### src/rtl/lamp_pkg.sv
package lamp_pkg;

  typedef enum logic [1:0] {
    LS_OFF   = 2'd0,
    LS_BLANK = 2'd1,
    LS_ON    = 2'd2,
    LS_WAIT  = 2'd3
  } lamp_state_e;

  // Width needed to hold counts 0..n
  function automatic int unsigned cnt_width(input int unsigned n);
    return (n < 2) ? 1 : $clog2(n + 1);
  endfunction

  // Last tick of an interval of 'len' ticks has arrived
  function automatic logic interval_last(input int unsigned cnt, input int unsigned len);
    return (len == 0) || (cnt + 1 >= len);
  endfunction

  // Gate permitted by the analog flags
  function automatic logic flags_allow(input logic hot, input logic ov,
                                       input logic uv, input logic locked);
    return !(hot || ov || uv || locked);
  endfunction

endpackage

### src/rtl/lamp_interval_timer.sv
module lamp_interval_timer #(
  parameter int unsigned CW = 14
) (
  input  logic          clk,
  input  logic          rst_n,
  input  logic          clr,
  input  logic          run,
  input  logic          tick,
  input  logic [CW-1:0] limit,
  output logic          expire
);
  import lamp_pkg::*;

  logic [CW-1:0] cnt_q;

  assign expire = run && tick && interval_last(int'(cnt_q), int'(limit));

  always_ff @(posedge clk or negedge rst_n) begin
    if (!rst_n) begin
      cnt_q <= '0;
    end else if (clr || expire) begin
      cnt_q <= '0;
    end else if (run && tick) begin
      cnt_q <= cnt_q + 1'b1;
    end
  end

endmodule

### src/rtl/lamp_supply_guard.sv
module lamp_supply_guard (
  input  logic clk,
  input  logic rst_n,
  input  logic cmd,
  input  logic drive_req,
  input  logic hot,
  input  logic ov,
  input  logic uv,
  output logic uv_locked,
  output logic gate
);
  import lamp_pkg::*;

  logic lock_q;

  // Under-voltage latches; release needs the command sampled low
  always_ff @(posedge clk or negedge rst_n) begin
    if (!rst_n) begin
      lock_q <= 1'b0;
    end else if (uv) begin
      lock_q <= 1'b1;
    end else if (!cmd) begin
      lock_q <= 1'b0;
    end
  end

  assign uv_locked = lock_q;
  assign gate      = drive_req && flags_allow(hot, ov, uv, lock_q);

endmodule

### src/rtl/lamp_seq.sv
module lamp_seq #(
  parameter int unsigned BLANK_TICKS = 7000,
  parameter int unsigned RETRY_TICKS = 10000
) (
  input  logic clk,
  input  logic rst_n,
  input  logic cmd,
  input  logic tick,
  input  logic short_seen,
  input  logic gate_now,
  input  logic uv,
  input  logic uv_locked,
  output logic drive_req,
  output logic blank_active,
  output logic on_active,
  output logic retry_wait
);
  import lamp_pkg::*;

  localparam int unsigned MAXT = (BLANK_TICKS > RETRY_TICKS) ? BLANK_TICKS : RETRY_TICKS;
  localparam int unsigned CW   = cnt_width(MAXT);
  localparam logic [CW-1:0] BLANK_LIM = CW'(BLANK_TICKS);
  localparam logic [CW-1:0] RETRY_LIM = CW'(RETRY_TICKS);

  lamp_state_e st_q, st_d;
  logic        t_clr, t_run, t_exp;
  logic [CW-1:0] t_lim;

  always_comb begin
    st_d = st_q;
    if (uv || !cmd) begin
      st_d = LS_OFF;
    end else begin
      unique case (st_q)
        LS_OFF:   if (!uv_locked) st_d = LS_BLANK;
        LS_BLANK: if (t_exp) st_d = LS_ON;
        LS_ON:    if (short_seen && gate_now) st_d = LS_WAIT;
        LS_WAIT:  if (t_exp) st_d = LS_BLANK;
        default:  st_d = LS_OFF;
      endcase
    end
  end

  always_ff @(posedge clk or negedge rst_n) begin
    if (!rst_n) st_q <= LS_OFF;
    else        st_q <= st_d;
  end

  assign blank_active = (st_q == LS_BLANK);
  assign on_active    = (st_q == LS_ON);
  assign retry_wait   = (st_q == LS_WAIT);
  assign drive_req    = blank_active || on_active;

  assign t_run = blank_active || retry_wait;
  assign t_clr = (st_d != st_q) || (st_q == LS_OFF);
  assign t_lim = blank_active ? BLANK_LIM : RETRY_LIM;

  lamp_interval_timer #(.CW(CW)) u_timer (
    .clk    (clk),
    .rst_n  (rst_n),
    .clr    (t_clr),
    .run    (t_run),
    .tick   (tick),
    .limit  (t_lim),
    .expire (t_exp)
  );

endmodule

### src/rtl/lamp_retry_ctrl.sv
module lamp_retry_ctrl #(
  parameter int unsigned BLANK_TICKS = 7000,
  parameter int unsigned RETRY_TICKS = 10000
) (
  input  logic clk,
  input  logic rst_n,
  input  logic lamp_cmd,
  input  logic tick_us,
  input  logic drain_high,
  input  logic hot_flag,
  input  logic supply_over,
  input  logic supply_under,
  output logic gate_en
);

  logic drive_req;
  logic blank_active;
  logic on_active;
  logic retry_wait;
  logic uv_locked;

  lamp_seq #(
    .BLANK_TICKS (BLANK_TICKS),
    .RETRY_TICKS (RETRY_TICKS)
  ) u_seq (
    .clk          (clk),
    .rst_n        (rst_n),
    .cmd          (lamp_cmd),
    .tick         (tick_us),
    .short_seen   (drain_high),
    .gate_now     (gate_en),
    .uv           (supply_under),
    .uv_locked    (uv_locked),
    .drive_req    (drive_req),
    .blank_active (blank_active),
    .on_active    (on_active),
    .retry_wait   (retry_wait)
  );

  lamp_supply_guard u_guard (
    .clk       (clk),
    .rst_n     (rst_n),
    .cmd       (lamp_cmd),
    .drive_req (drive_req),
    .hot       (hot_flag),
    .ov        (supply_over),
    .uv        (supply_under),
    .uv_locked (uv_locked),
    .gate      (gate_en)
  );

endmodule

### config.mk
export PLATFORM = sky130hd
export DESIGN_NAME = lamp_retry_ctrl
export DESIGN_NICKNAME = d
export VERILOG_FILES = /design/src/rtl/lamp_pkg.sv /design/src/rtl/lamp_interval_timer.sv /design/src/rtl/lamp_supply_guard.sv /design/src/rtl/lamp_seq.sv /design/src/rtl/lamp_retry_ctrl.sv
export SDC_FILE = /design/constraint.sdc
export NUM_CORES = 1
export LEC_CHECK = 0
export BUFFER_PORTS_ARGS = -buffer_cell sky130_fd_sc_hd__buf_2
export CORE_MARGIN = 5
export CORE_UTILIZATION = 50
export CTS_CLUSTER_SIZE = 30
export DETAILED_ROUTE_END_ITERATION = 10
export PLACE_DENSITY = 0.76
export SYNTH_ARGS = -nofsm -noshare
export SYNTH_HDL_FRONTEND = slang
export SYNTH_SLANG_ARGS = --single-unit
### constraint.sdc
create_clock -name clk -period 3 [get_ports clk]
set_input_delay 0.6 -clock clk [delete_from_list [all_inputs] [get_ports clk]]
set_output_delay 0.6 -clock clk [all_outputs]
set_load 0.03 [all_outputs]
==> impl_metrics.json, run 1 <==
{
  "htreeDepth": 1,
  "worst_path_max_delay_cell": "sky130_fd_sc_hd__or3_4",
  "vias": 1511,
  "finalClockSkew_ns": 0.00792,
  "max_cap_violations": 0,
  "dieHeight_um": 67.0,
  "synth.mux.area_fraction_pct": 0,
  "die_w_um": 67.0,
  "start_util_pct": 52.7,
  "antenna_violations_before_repair": 0,
  "share_seq_of_total_power_pct": 56.8,
  "worstSetupStartpoint": "u_seq.u_timer.cnt_q[1]",
  "start_kind": "flop",
  "cts-root-to-sink-buffers": 2,
  "antenna_cells_inserted": 0,
  "grt_overflow": 0,
  "min-delay-path-class": "primary input to async pin",
  "number_of_port_buffers": 8,
  "rr_startpoint": "u_seq.u_timer.cnt_q[1]",
  "mappedNetlistArea_mm2": 0.00162,
  "synth_top_family_by_area": "simple AND/OR/NAND/NOR gates",
  "timing.reg2reg.setup_slack_ns": 0.20,
  "synth_async_sr_flop_share_pct": 100,
  "power_density_mw_per_mm2": 229,
  "final.setup.tns_ns": 0,
  "tightestPinTransition_ns": 0.449,
  "place.detailed.hpwl_um": 2710,
  "area_fraction_in_compound_gates_after_synthesis_pct": 20.6,
  "grt_usage_pct": 17.9,
  "hold_viol": 0,
  "wire_length_of_the_first_global_routing_pass_um": 6180,
  "synth-seq-area-share_pct": 26.2,
  "setup_violations": 0,
  "peakVddDrop_mv": 0.147,
  "synth_nets": 219,
  "synth_enable_flop_cells": 0,
  "cp.buffers_inverters": 1,
  "drt_drc_violations_left": 0,
  "maxSlewViolCount": 0,
  "comb_power_share_pct": 11.0,
  "nNetsFinal": 237,
  "first_global_vias": 1347,
  "tritoncts.num_buffers": 3,
  "finalWorstPathRequiredPeriod_ns": 2.80,
  "cells_after_synth": 198,
  "layout_utilization_pct": 58.5,
  "numPlacedInstances": 252,
  "path_class": "flop to flop",
  "setup.worst_path.end_class": "flop",
  "synth_xor_xnor_area_share_pct": 2.70,
  "critical_path.reg2reg.endpoint": "u_seq.u_timer.cnt_q[12]",
  "worstSetupEndpoint": "u_seq.u_timer.cnt_q[12]",
  "largest_net_degree_at_the_start_of_global_routing": 18,
  "routed_wirelength_um": 3740,
  "yosysWarningCount": 0,
  "max_clock_freq_ghz": 0.358,
  "postSynthRegisterBits": 17,
  "crit_top_cell": "sky130_fd_sc_hd__ha_1",
  "synthToLayoutAreaGrowth_pct": 11.0,
  "crit_arrival_ns": 2.99,
  "firstDrtPassIters": 4,
  "tritoncts": "built",
  "cts.root.buffer_cell": "sky130_fd_sc_hd__clkbuf_4",
  "antenna_left": 0,
  "layout.cells.non_filler": 259,
  "pwr-share-clk_pct": 32.3,
  "worst_r2r_path_depth": 11,
  "crit_required_ns": 3.19,
  "ioPinCount": 9,
  "power.switching_uw": 115,
  "drt_iter0_markers": 139,
  "overall_die_area_mm2": 0.00448,
  "synth-adder-area-share_pct": 10.0,
  "clock_insertion_delay_worst_skew_ns": 0.30,
  "path_clk_slew_ns": 0.12,
  "synth_simple_gate_area_share_pct": 32.3,
  "max-slew-margin-rel_pct": 70.0,
  "path_cells": "ha_1 -> nand3_2 -> or3_4 -> nor2_1 -> xor2_1 -> ha_1 -> nand4_1 -> a311o_2 -> buf_4 -> o211ai_1 -> a21oi_1",
  "timing.final.crit_share_pct": 93.2,
  "worst_path_dominant_cell_family": "simple AND/OR/NAND/NOR gates",
  "core_area_mm2": 0.00308,
  "globalplace.congestion": 0.970,
  "route.detailed.vias_per_inst": 5.83,
  "yosysUniqueCellTypes": 51,
  "power_switching_share_pct": 28.0,
  "syn_avg_cell_area_um2": 8.19,
  "power_report.internal_total_uw": 297,
  "run_status": "completed",
  "cpPeakStageDelay_ns": 0.46,
  "predominant_post_synthesis_flop_cell": "sky130_fd_sc_hd__dfrtp_1",
  "drt-wirelength-per-cell_um": 14.4,
  "maximum_fanout_encountered_on_the_critical_timing_path": 7,
  "worst-path-stages": 11,
  "final_layout_size_suffix_gt1_share_pct": 25.1,
  "leakagePower_uw": 0.000704,
  "cts.sink_count": 17,
  "floorplan.rows": 20
}
-- state kept, by name, indices dropped and copies added, names as in the netlist --
register and count:
u_guard.uv_locked 1, u_seq.st_q 2, u_seq.u_timer.cnt_q 14
-- worst min path at each step --
stage | to | slack (ns) | cells after the start
after global placement | u_guard.uv_locked | 0.53 | 1
after floorplan | u_guard.uv_locked | 0.30 | 0
final | u_seq.u_timer.cnt_q[8] | 0.21 | 1
after CTS | u_seq.u_timer.cnt_q[8] | 0.21 | 1
after detailed placement | u_guard.uv_locked | 0.55 | 1
after global routing | u_seq.u_timer.cnt_q[8] | 0.22 | 1
-- stage by stage --
stage,power (µW),setup WS (ns),cell area [µm²],hold slack [ns]
6_report,412,0.204,1800,0.206
5_1_grt,436,-0.00330,1800,0.218
4_1_cts,418,0.108,1760,0.214
3_5_place_dp,284,0.133,1740,0.553
3_3_place_gp,283,0.147,1740,0.534
2_1_floorplan,264,0.0804,1620,0.304
-- power by group through the flow --
stage	registers, µW	logic [µW]	clock network, µW
2_1_floorplan	238	26.0	0
3_3_place_gp	238	44.9	0
5_1_grt	234	51.3	151
4_1_cts	234	45.8	138
3_5_place_dp	238	45.6	0
6_report	234	45.2	133
-- synthesized netlist by cell type, types with 3 or more instances --
cell type | n | area (µm²)
sky130_fd_sc_hd__dfrtp_1 | 17 | 425
sky130_fd_sc_hd__nor2b_1 | 3 | 18.8
sky130_fd_sc_hd__nor3_1 | 14 | 70.1
sky130_fd_sc_hd__o21a_1 | 3 | 22.5
sky130_fd_sc_hd__ha_1 | 13 | 163
sky130_fd_sc_hd__clkbuf_1 | 5 | 18.8
sky130_fd_sc_hd__o21ai_0 | 6 | 30.0
sky130_fd_sc_hd__a31oi_1 | 6 | 37.5
sky130_fd_sc_hd__nand4_1 | 8 | 50.1
sky130_fd_sc_hd__nand2_1 | 26 | 97.6
sky130_fd_sc_hd__a21oi_1 | 14 | 70.1
sky130_fd_sc_hd__xor2_1 | 3 | 26.3
sky130_fd_sc_hd__inv_1 | 5 | 18.8
sky130_fd_sc_hd__nor2_1 | 6 | 22.5
sky130_fd_sc_hd__o211ai_1 | 5 | 37.5
sky130_fd_sc_hd__buf_6 | 4 | 45.0
sky130_fd_sc_hd__nand3_1 | 11 | 55.1
sky130_fd_sc_hd__nor4_1 | 9 | 56.3
-- logic make-up after synthesis --
kind of cell / count (synthesis)
simple gates: 95
compound gates: 48
flops: 17
xor+xnor: 5
buf+inv: 20
fa+ha+maj: 13
-- cells in the final DEF (no fill, tap or decap), types with 2 or more instances in the layout --
master	count
sky130_fd_sc_hd__a21oi_1	13
sky130_fd_sc_hd__a21oi_2	2
sky130_fd_sc_hd__a31oi_1	6
sky130_fd_sc_hd__and2_1	2
sky130_fd_sc_hd__and4b_1	2
sky130_fd_sc_hd__buf_2	9
sky130_fd_sc_hd__buf_4	19
sky130_fd_sc_hd__clkbuf_4	3
sky130_fd_sc_hd__dfrtp_1	15
sky130_fd_sc_hd__dfrtp_2	2
sky130_fd_sc_hd__ha_1	13
sky130_fd_sc_hd__inv_1	5
sky130_fd_sc_hd__nand2_1	26
sky130_fd_sc_hd__nand2b_1	2
sky130_fd_sc_hd__nand3_1	11
sky130_fd_sc_hd__nand4_1	8
sky130_fd_sc_hd__nand4_2	2
sky130_fd_sc_hd__nor2_1	4
sky130_fd_sc_hd__nor2_2	2
sky130_fd_sc_hd__nor2b_1	3
sky130_fd_sc_hd__nor3_1	14
sky130_fd_sc_hd__nor4_1	9
sky130_fd_sc_hd__o211ai_1	5
sky130_fd_sc_hd__o211ai_2	2
sky130_fd_sc_hd__o21a_1	3
sky130_fd_sc_hd__o21ai_0	5
sky130_fd_sc_hd__xnor2_1	2
sky130_fd_sc_hd__xor2_1	3
-- area by class of cell --
| type | instances | area, µm² |
|---|---|---|
| Fill cell | 287 | 1280 |
| Multi-Input combinational cell | 161 | 1080 |
| Sequential cell | 17 | 428 |
| Inverter | 5 | 18.8 |
| Tap cell | 44 | 55.1 |
| Clock inverter | 1 | 5.00 |
| Clock buffer | 3 | 22.5 |
| Timing Repair Buffer | 28 | 188 |
-- per-layer routing --
metal | wire [µm] | vias to the layer above | GRT usage, %
li1 | - | 772 | -
met1 | 1840 | 700 | 24.6
met2 | 1700 | 35 | 28.3
met3 | 161 | 4 | 2.70
met4 | 38 | 0 | 6.33
met5 | 0 | - | 0
-- timing repair --
| item | CTS | global route |
|---|---|---|
| buffers inserted | 0 | 2 |
| hold buffers | 0 | 0 |
| setup endpoints to repair | 0 | 16 |
| gates resized for setup | 0 | 8 |
Power figures use the tool's default switching activity.
==> inputs of run 2 (changes only) <==
--- a/config.mk
+++ b/config.mk
@@ -6,11 +6,13 @@
 export NUM_CORES = 1
 export LEC_CHECK = 0
 export BUFFER_PORTS_ARGS = -buffer_cell sky130_fd_sc_hd__buf_2
+export CELL_PAD_IN_SITES_DETAIL_PLACEMENT = 2
+export CELL_PAD_IN_SITES_GLOBAL_PLACEMENT = 2
 export CORE_MARGIN = 5
-export CORE_UTILIZATION = 50
+export CORE_UTILIZATION = 33
 export CTS_CLUSTER_SIZE = 30
 export DETAILED_ROUTE_END_ITERATION = 10
-export PLACE_DENSITY = 0.76
+export PLACE_DENSITY = 0.79
 export SYNTH_ARGS = -nofsm -noshare
 export SYNTH_HDL_FRONTEND = slang
 export SYNTH_SLANG_ARGS = --single-unit
==> run 2 against run 1 <==
Compared with the run above:
- worst hold slack improved by 0.076 ns
- die area increased by 43%
- non-clock buffer count increased by 2
==> impl_metrics.json, run 2 (synthesized netlist as in run 1, its figures left out) <==
{
  "run_status": "completed",
  "worst_path_max_delay_cell": "sky130_fd_sc_hd__or3_4",
  "finalClockSkew_ns": 0.00172,
  "core_area_mm2": 0.00475,
  "route.detailed.vias_per_inst": 5.77,
  "firstDrtPassIters": 4,
  "cts-root-to-sink-buffers": 2,
  "layout_utilization_pct": 40.1,
  "min-delay-path-class": "primary input to async pin",
  "comb_power_share_pct": 10.9,
  "die_w_um": 80.1,
  "antenna_cells_inserted": 0,
  "htreeDepth": 1,
  "globalplace.congestion": 0.776,
  "power_report.internal_total_uw": 342,
  "dieHeight_um": 80.1,
  "grt_overflow": 0,
  "place.detailed.hpwl_um": 3740,
  "start_util_pct": 34.1,
  "maxSlewViolCount": 0,
  "final.fill_count": 568,
  "clock_insertion_delay_worst_skew_ns": 0.26,
  "tritoncts": "built",
  "nNetsFinal": 239,
  "wire_length_of_the_first_global_routing_pass_um": 9320,
  "max_clock_freq_ghz": 0.348,
  "tritoncts.num_buffers": 3,
  "drt_iter0_markers": 33,
  "max-slew-margin-rel_pct": 69.4,
  "drt-wirelength-per-cell_um": 19.1,
  "power.switching_uw": 124,
  "largest-register": "u_seq.u_timer.cnt_q",
  "crit_arrival_ns": 2.99,
  "cts.root.buffer_cell": "sky130_fd_sc_hd__clkbuf_8",
  "dpl-instance-area_mm2": 0.00180,
  "most-common-layout-cells": "26 x sky130_fd_sc_hd__nand2_1, 21 x sky130_fd_sc_hd__buf_4, 14 x sky130_fd_sc_hd__dfrtp_1",
  "largest_net_degree_at_the_start_of_global_routing": 31,
  "first_global_vias": 1807,
  "peakVddDrop_mv": 0.252,
  "synthToLayoutAreaGrowth_pct": 17.4,
  "path_class": "flop to flop",
  "share_seq_of_total_power_pct": 50.3,
  "leakagePower_uw": 0.000728,
  "fin_area_mm2": 0.00190,
  "drt_drc_violations_left": 0,
  "rr_startpoint": "u_seq.u_timer.cnt_q[1]",
  "worstSetupStartpoint": "u_seq.u_timer.cnt_q[1]",
  "final_layout_size_suffix_gt1_share_pct": 27.6,
  "timing.final.crit_share_pct": 95.7,
  "floorplan.rows": 25,
  "power_density_mw_per_mm2": 244,
  "number_of_port_buffers": 8,
  "tightestPinTransition_ns": 0.459,
  "cpPeakStageDelay_ns": 0.44,
  "path_clk_slew_ns": 0.07,
  "antenna_violations_before_repair": 0,
  "hold_viol": 0,
  "max_cap_violations": 0,
  "routed_wirelength_um": 5420,
  "power_switching_share_pct": 26.5,
  "setup.worst_path.end_class": "flop",
  "largest_register_ffs": 14,
  "finalWorstPathRequiredPeriod_ns": 2.87,
  "ioPinCount": 9,
  "setup_violations": 0,
  "antenna_left": 0,
  "post_cts_hold_buffer_count": 0,
  "grt_usage_pct": 18.4,
  "overall_die_area_mm2": 0.00642,
  "cts.sink_count": 17,
  "start_kind": "flop",
  "crit_required_ns": 3.12,
  "mostFrequentLayoutCell": "sky130_fd_sc_hd__nand2_1",
  "pwr-share-clk_pct": 38.8,
  "maximum_fanout_encountered_on_the_critical_timing_path": 6,
  "path_cells": "ha_2 -> nand3_4 -> or3_4 -> nor2_2 -> xor2_2 -> ha_1 -> nand4_1 -> a311o_2 -> buf_4 -> a21oi_2 -> a211oi_2",
  "vias": 1639
}
run 2: path summary, 6_finish.rpt:
check	end	slack, ns	depth (start not counted)
worst max-delay path	u_seq.st_q[0]	0.13	11
worst min-delay path	u_seq.u_timer.cnt_q[6]	0.28	1
worst max register to register	u_seq.st_q[0]	0.13	11
worst min register to register	u_guard.uv_locked	0.56	1
max in group asynchronous	u_seq.u_timer.cnt_q[1]	2.37	1
min in group clk	u_guard.uv_locked	0.55	2
run 2: what timing repair did:
item / in CTS / in global routing
pin swaps: 0 / 1
resized for setup: 3 / 7
setup buffers: 0 / 3
endpoints found under the setup margin: 10 / 15
run 2: area by class of cell:
cell class                      count  area [µm²]  share of cell area [%]
Timing Repair Buffer               30         218                    11.4
Clock buffer                        4        45.0                    2.37
Inverter                            5        18.8                   0.986
Multi-Input combinational cell    161        1110                    58.3
Tap cell                           67        83.8                    4.40
Sequential cell                    17         429                    22.5
run 2: critical path: cells and delay by family, from the launching register on:
kind | cells | cell delay, ns
flops | 1 | 0.42
xor+xnor | 1 | 0.10
compound gates | 3 | 0.64
fa+ha+maj | 2 | 0.55
buf+inv | 1 | 0.19
simple gates | 4 | 0.83
run 2: power by group through the flow:
stage,registers [µW],clock network (µW),logic (µW)
2_1_floorplan,238,0,26.0
3_3_place_gp,239,0,47.6
3_5_place_dp,238,0,49.2
4_1_cts,234,186,50.6
5_1_grt,234,197,56.2
6_report,234,181,50.7
run 2: metal layers:
metal  track usage [%]  share of wire [%]  wire (µm)  vias up
met5                 0                  0          0        -
met4              2.53                1.1         61        0
met3              2.69                1.7         93        4
met2              32.3                 52       2800       13
met1              24.2                 46       2470      847
li1                  -                  -          -      775
run 2: per-stage QoR:
stage / TNS, ns / setup slack [ns] / hold WS (ns) / total power, µW / std cells
2_1_floorplan: 0 / 0.0804 / 0.304 / 264 / 198
3_3_place_gp: 0 / 0.106 / 0.539 / 286 / 277
3_5_place_dp: -0.113 / -0.0481 / 0.532 / 288 / 277
4_1_cts: 0 / 0.0596 / 0.301 / 471 / 281
5_1_grt: -0.144 / -0.0363 / 0.302 / 488 / 284
6_report: 0 / 0.130 / 0.282 / 465 / 284
==> inputs of run 3 (changes only) <==
--- a/config.mk
+++ b/config.mk
@@ -13,6 +13,7 @@
 export CTS_CLUSTER_SIZE = 30
 export DETAILED_ROUTE_END_ITERATION = 10
 export PLACE_DENSITY = 0.79
+export RECOVER_POWER = 50
 export SYNTH_ARGS = -nofsm -noshare
 export SYNTH_HDL_FRONTEND = slang
 export SYNTH_SLANG_ARGS = --single-unit
==> run 3 against run 2 <==
Compared with the run above:
- clock skew unchanged
- global-route usage unchanged
- via count unchanged
- clock power about the same
- worst hold slack gained 0.24 ns
- critical path depth did not move
- final cell count unchanged
- register-to-register slack about the same
- flip-flop and latch count unchanged
- maximum frequency did not move
- sequential power hardly changed
- critical path type unchanged
- highest routed layer unchanged
==> impl_metrics.json, run 3 (synthesized netlist as in run 1, its figures left out) <==
{
  "max-slew-margin-rel_pct": 27.2,
  "layout.cells.non_filler": 284,
  "routed_wirelength_um": 5420,
  "place.detailed.hpwl_um": 3740,
  "start_kind": "flop",
  "fin_ws_ns": 0.130,
  "largest_register_ffs": 14,
  "pwr-share-clk_pct": 38.9,
  "drt_drc_violations_left": 0,
  "maximum_fanout_encountered_on_the_critical_timing_path": 6,
  "overall_die_area_mm2": 0.00642,
  "place_ws_ns": -0.0481,
  "antenna_cells_inserted": 0,
  "floorplan.rows": 25,
  "die_w_um": 80.1,
  "comb_power_share_pct": 10.8,
  "power_report.internal_total_uw": 342,
  "most-common-layout-cells": "26 x sky130_fd_sc_hd__nand2_1, 21 x sky130_fd_sc_hd__buf_4, 14 x sky130_fd_sc_hd__dfrtp_1",
  "path_clk_slew_ns": 0.07,
  "globalplace.congestion": 0.776,
  "final.fill_count": 569,
  "max_cap_violations": 0,
  "cts.root.buffer_cell": "sky130_fd_sc_hd__clkbuf_8",
  "cpPeakStageDelay_ns": 0.44,
  "synthToLayoutAreaGrowth_pct": 17.4,
  "grt_overflow": 0,
  "drt-wirelength-per-cell_um": 19.1,
  "max_clock_freq_ghz": 0.348,
  "drt_iter0_markers": 33,
  "dieHeight_um": 80.1,
  "tightestPinTransition_ns": 1.09,
  "cts-root-to-sink-buffers": 2,
  "vias": 1639,
  "number_of_port_buffers": 8,
  "htreeDepth": 1,
  "tritoncts": "built",
  "numPlacedInstances": 277,
  "finalWorstPathRequiredPeriod_ns": 2.87,
  "crit_required_ns": 3.12,
  "firstDrtPassIters": 4,
  "finalClockSkew_ns": 0.00172,
  "p_total_uw": 465,
  "share_seq_of_total_power_pct": 50.3,
  "largest-register": "u_seq.u_timer.cnt_q",
  "fin_area_mm2": 0.00190,
  "worst_path_max_delay_cell": "sky130_fd_sc_hd__or3_4",
  "antenna_left": 0,
  "timing.final.crit_share_pct": 95.7,
  "power.switching_uw": 124,
  "first_global_vias": 1807,
  "setup_violations": 0,
  "path_cells": "ha_2 -> nand3_4 -> or3_4 -> nor2_2 -> xor2_2 -> ha_1 -> nand4_1 -> a311o_2 -> buf_4 -> a21oi_2 -> a211oi_2",
  "nNetsFinal": 239,
  "cts.sink_count": 17,
  "worst_path_dominant_cell_family": "simple AND/OR/NAND/NOR gates",
  "run_status": "completed",
  "min-delay-path-class": "primary input to async pin",
  "crit_arrival_ns": 2.99,
  "power_density_mw_per_mm2": 244,
  "setup.worst_path.end_class": "flop",
  "peakVddDrop_mv": 0.252,
  "antenna_violations_before_repair": 0,
  "tritoncts.num_buffers": 3,
  "ioPinCount": 9,
  "wire_length_of_the_first_global_routing_pass_um": 9320,
  "mostFrequentLayoutCell": "sky130_fd_sc_hd__nand2_1",
  "layout_utilization_pct": 40.0,
  "cp.buffers_inverters": 1,
  "dpl-instance-area_mm2": 0.00180,
  "power_switching_share_pct": 26.5,
  "final_layout_size_suffix_gt1_share_pct": 27.2,
  "route.detailed.vias_per_inst": 5.77,
  "maxSlewViolCount": 0,
  "clock_insertion_delay_worst_skew_ns": 0.26,
  "largest_net_degree_at_the_start_of_global_routing": 31,
  "core_area_mm2": 0.00475,
  "hold_viol": 0,
  "path_class": "flop to flop",
  "grt_usage_pct": 18.4,
  "start_util_pct": 34.1,
  "leakagePower_uw": 0.000726
}
[run 3: changes by cell type in the layout (fill, tap and decap cells not counted)]
| cell | before | now |
|---|---|---|
| sky130_fd_sc_hd__buf_2 | 8 | 7 |
| sky130_fd_sc_hd__clkbuf_1 | 1 | 2 |
[run 3: cell type report]
class	instances	area, µm²	area share (%)
clock buffers	4	45.0	2.37
well taps	67	83.8	4.40
repair buffers	30	216	11.4
inverters	5	18.8	0.986
flip-flops and latches	17	429	22.6
multi-input cells	161	1110	58.3
[run 3: stage by stage]
| stage | TNS [ns] | hold slack [ns] |
|---|---|---|
| 6_report | 0 | 0.521 |
| 5_1_grt | -0.144 | 0.559 |
| 3_3_place_gp | 0 | 0.539 |
| 2_1_floorplan | 0 | 0.304 |
| 4_1_cts | 0 | 0.301 |
| 3_5_place_dp | -0.113 | 0.532 |
[run 3: layer usage]
layer,up-vias,global-route usage (%),part of all wire [%]
met5,-,0,0
li1,775,-,-
met1,847,24.2,46
met4,0,2.53,1.1
met3,4,2.69,1.7
met2,13,32.3,52
[run 3: worst paths after layout]
kind                                                to                    from  slack [ns]  cells after the start
worst max register to register           u_seq.st_q[0]  u_seq.u_timer.cnt_q[1]        0.13                     11
min in group clk                     u_guard.uv_locked            supply_under        0.55                      2
worst max-delay path                     u_seq.st_q[0]  u_seq.u_timer.cnt_q[1]        0.13                     11
worst min-delay path            u_seq.u_timer.cnt_q[6]                   rst_n        0.52                      1
max in group asynchronous       u_seq.u_timer.cnt_q[1]                   rst_n        1.75                      1
worst min register to register       u_guard.uv_locked       u_guard.uv_locked        0.56                      1
[run 3: power groups by stage]
stage | Clock [µW] | Combinational (µW) | Sequential, µW
floorplan | 0 | 26.0 | 238
global placement | 0 | 47.6 | 239
detailed placement | 0 | 49.2 | 238
CTS | 186 | 50.6 | 234
global route | 197 | 56.0 | 234
finish | 181 | 50.4 | 234
[run 3: repair_timing]
item | in CTS | in global routing
gates resized for setup | 3 | 7
hold buffers | 0 | 0
buffers inserted | 0 | 3
cloned | 0 | 0
pin swaps | 0 | 1
setup endpoints to repair | 10 | 15
endpoints found under the hold margin | 0 | 0
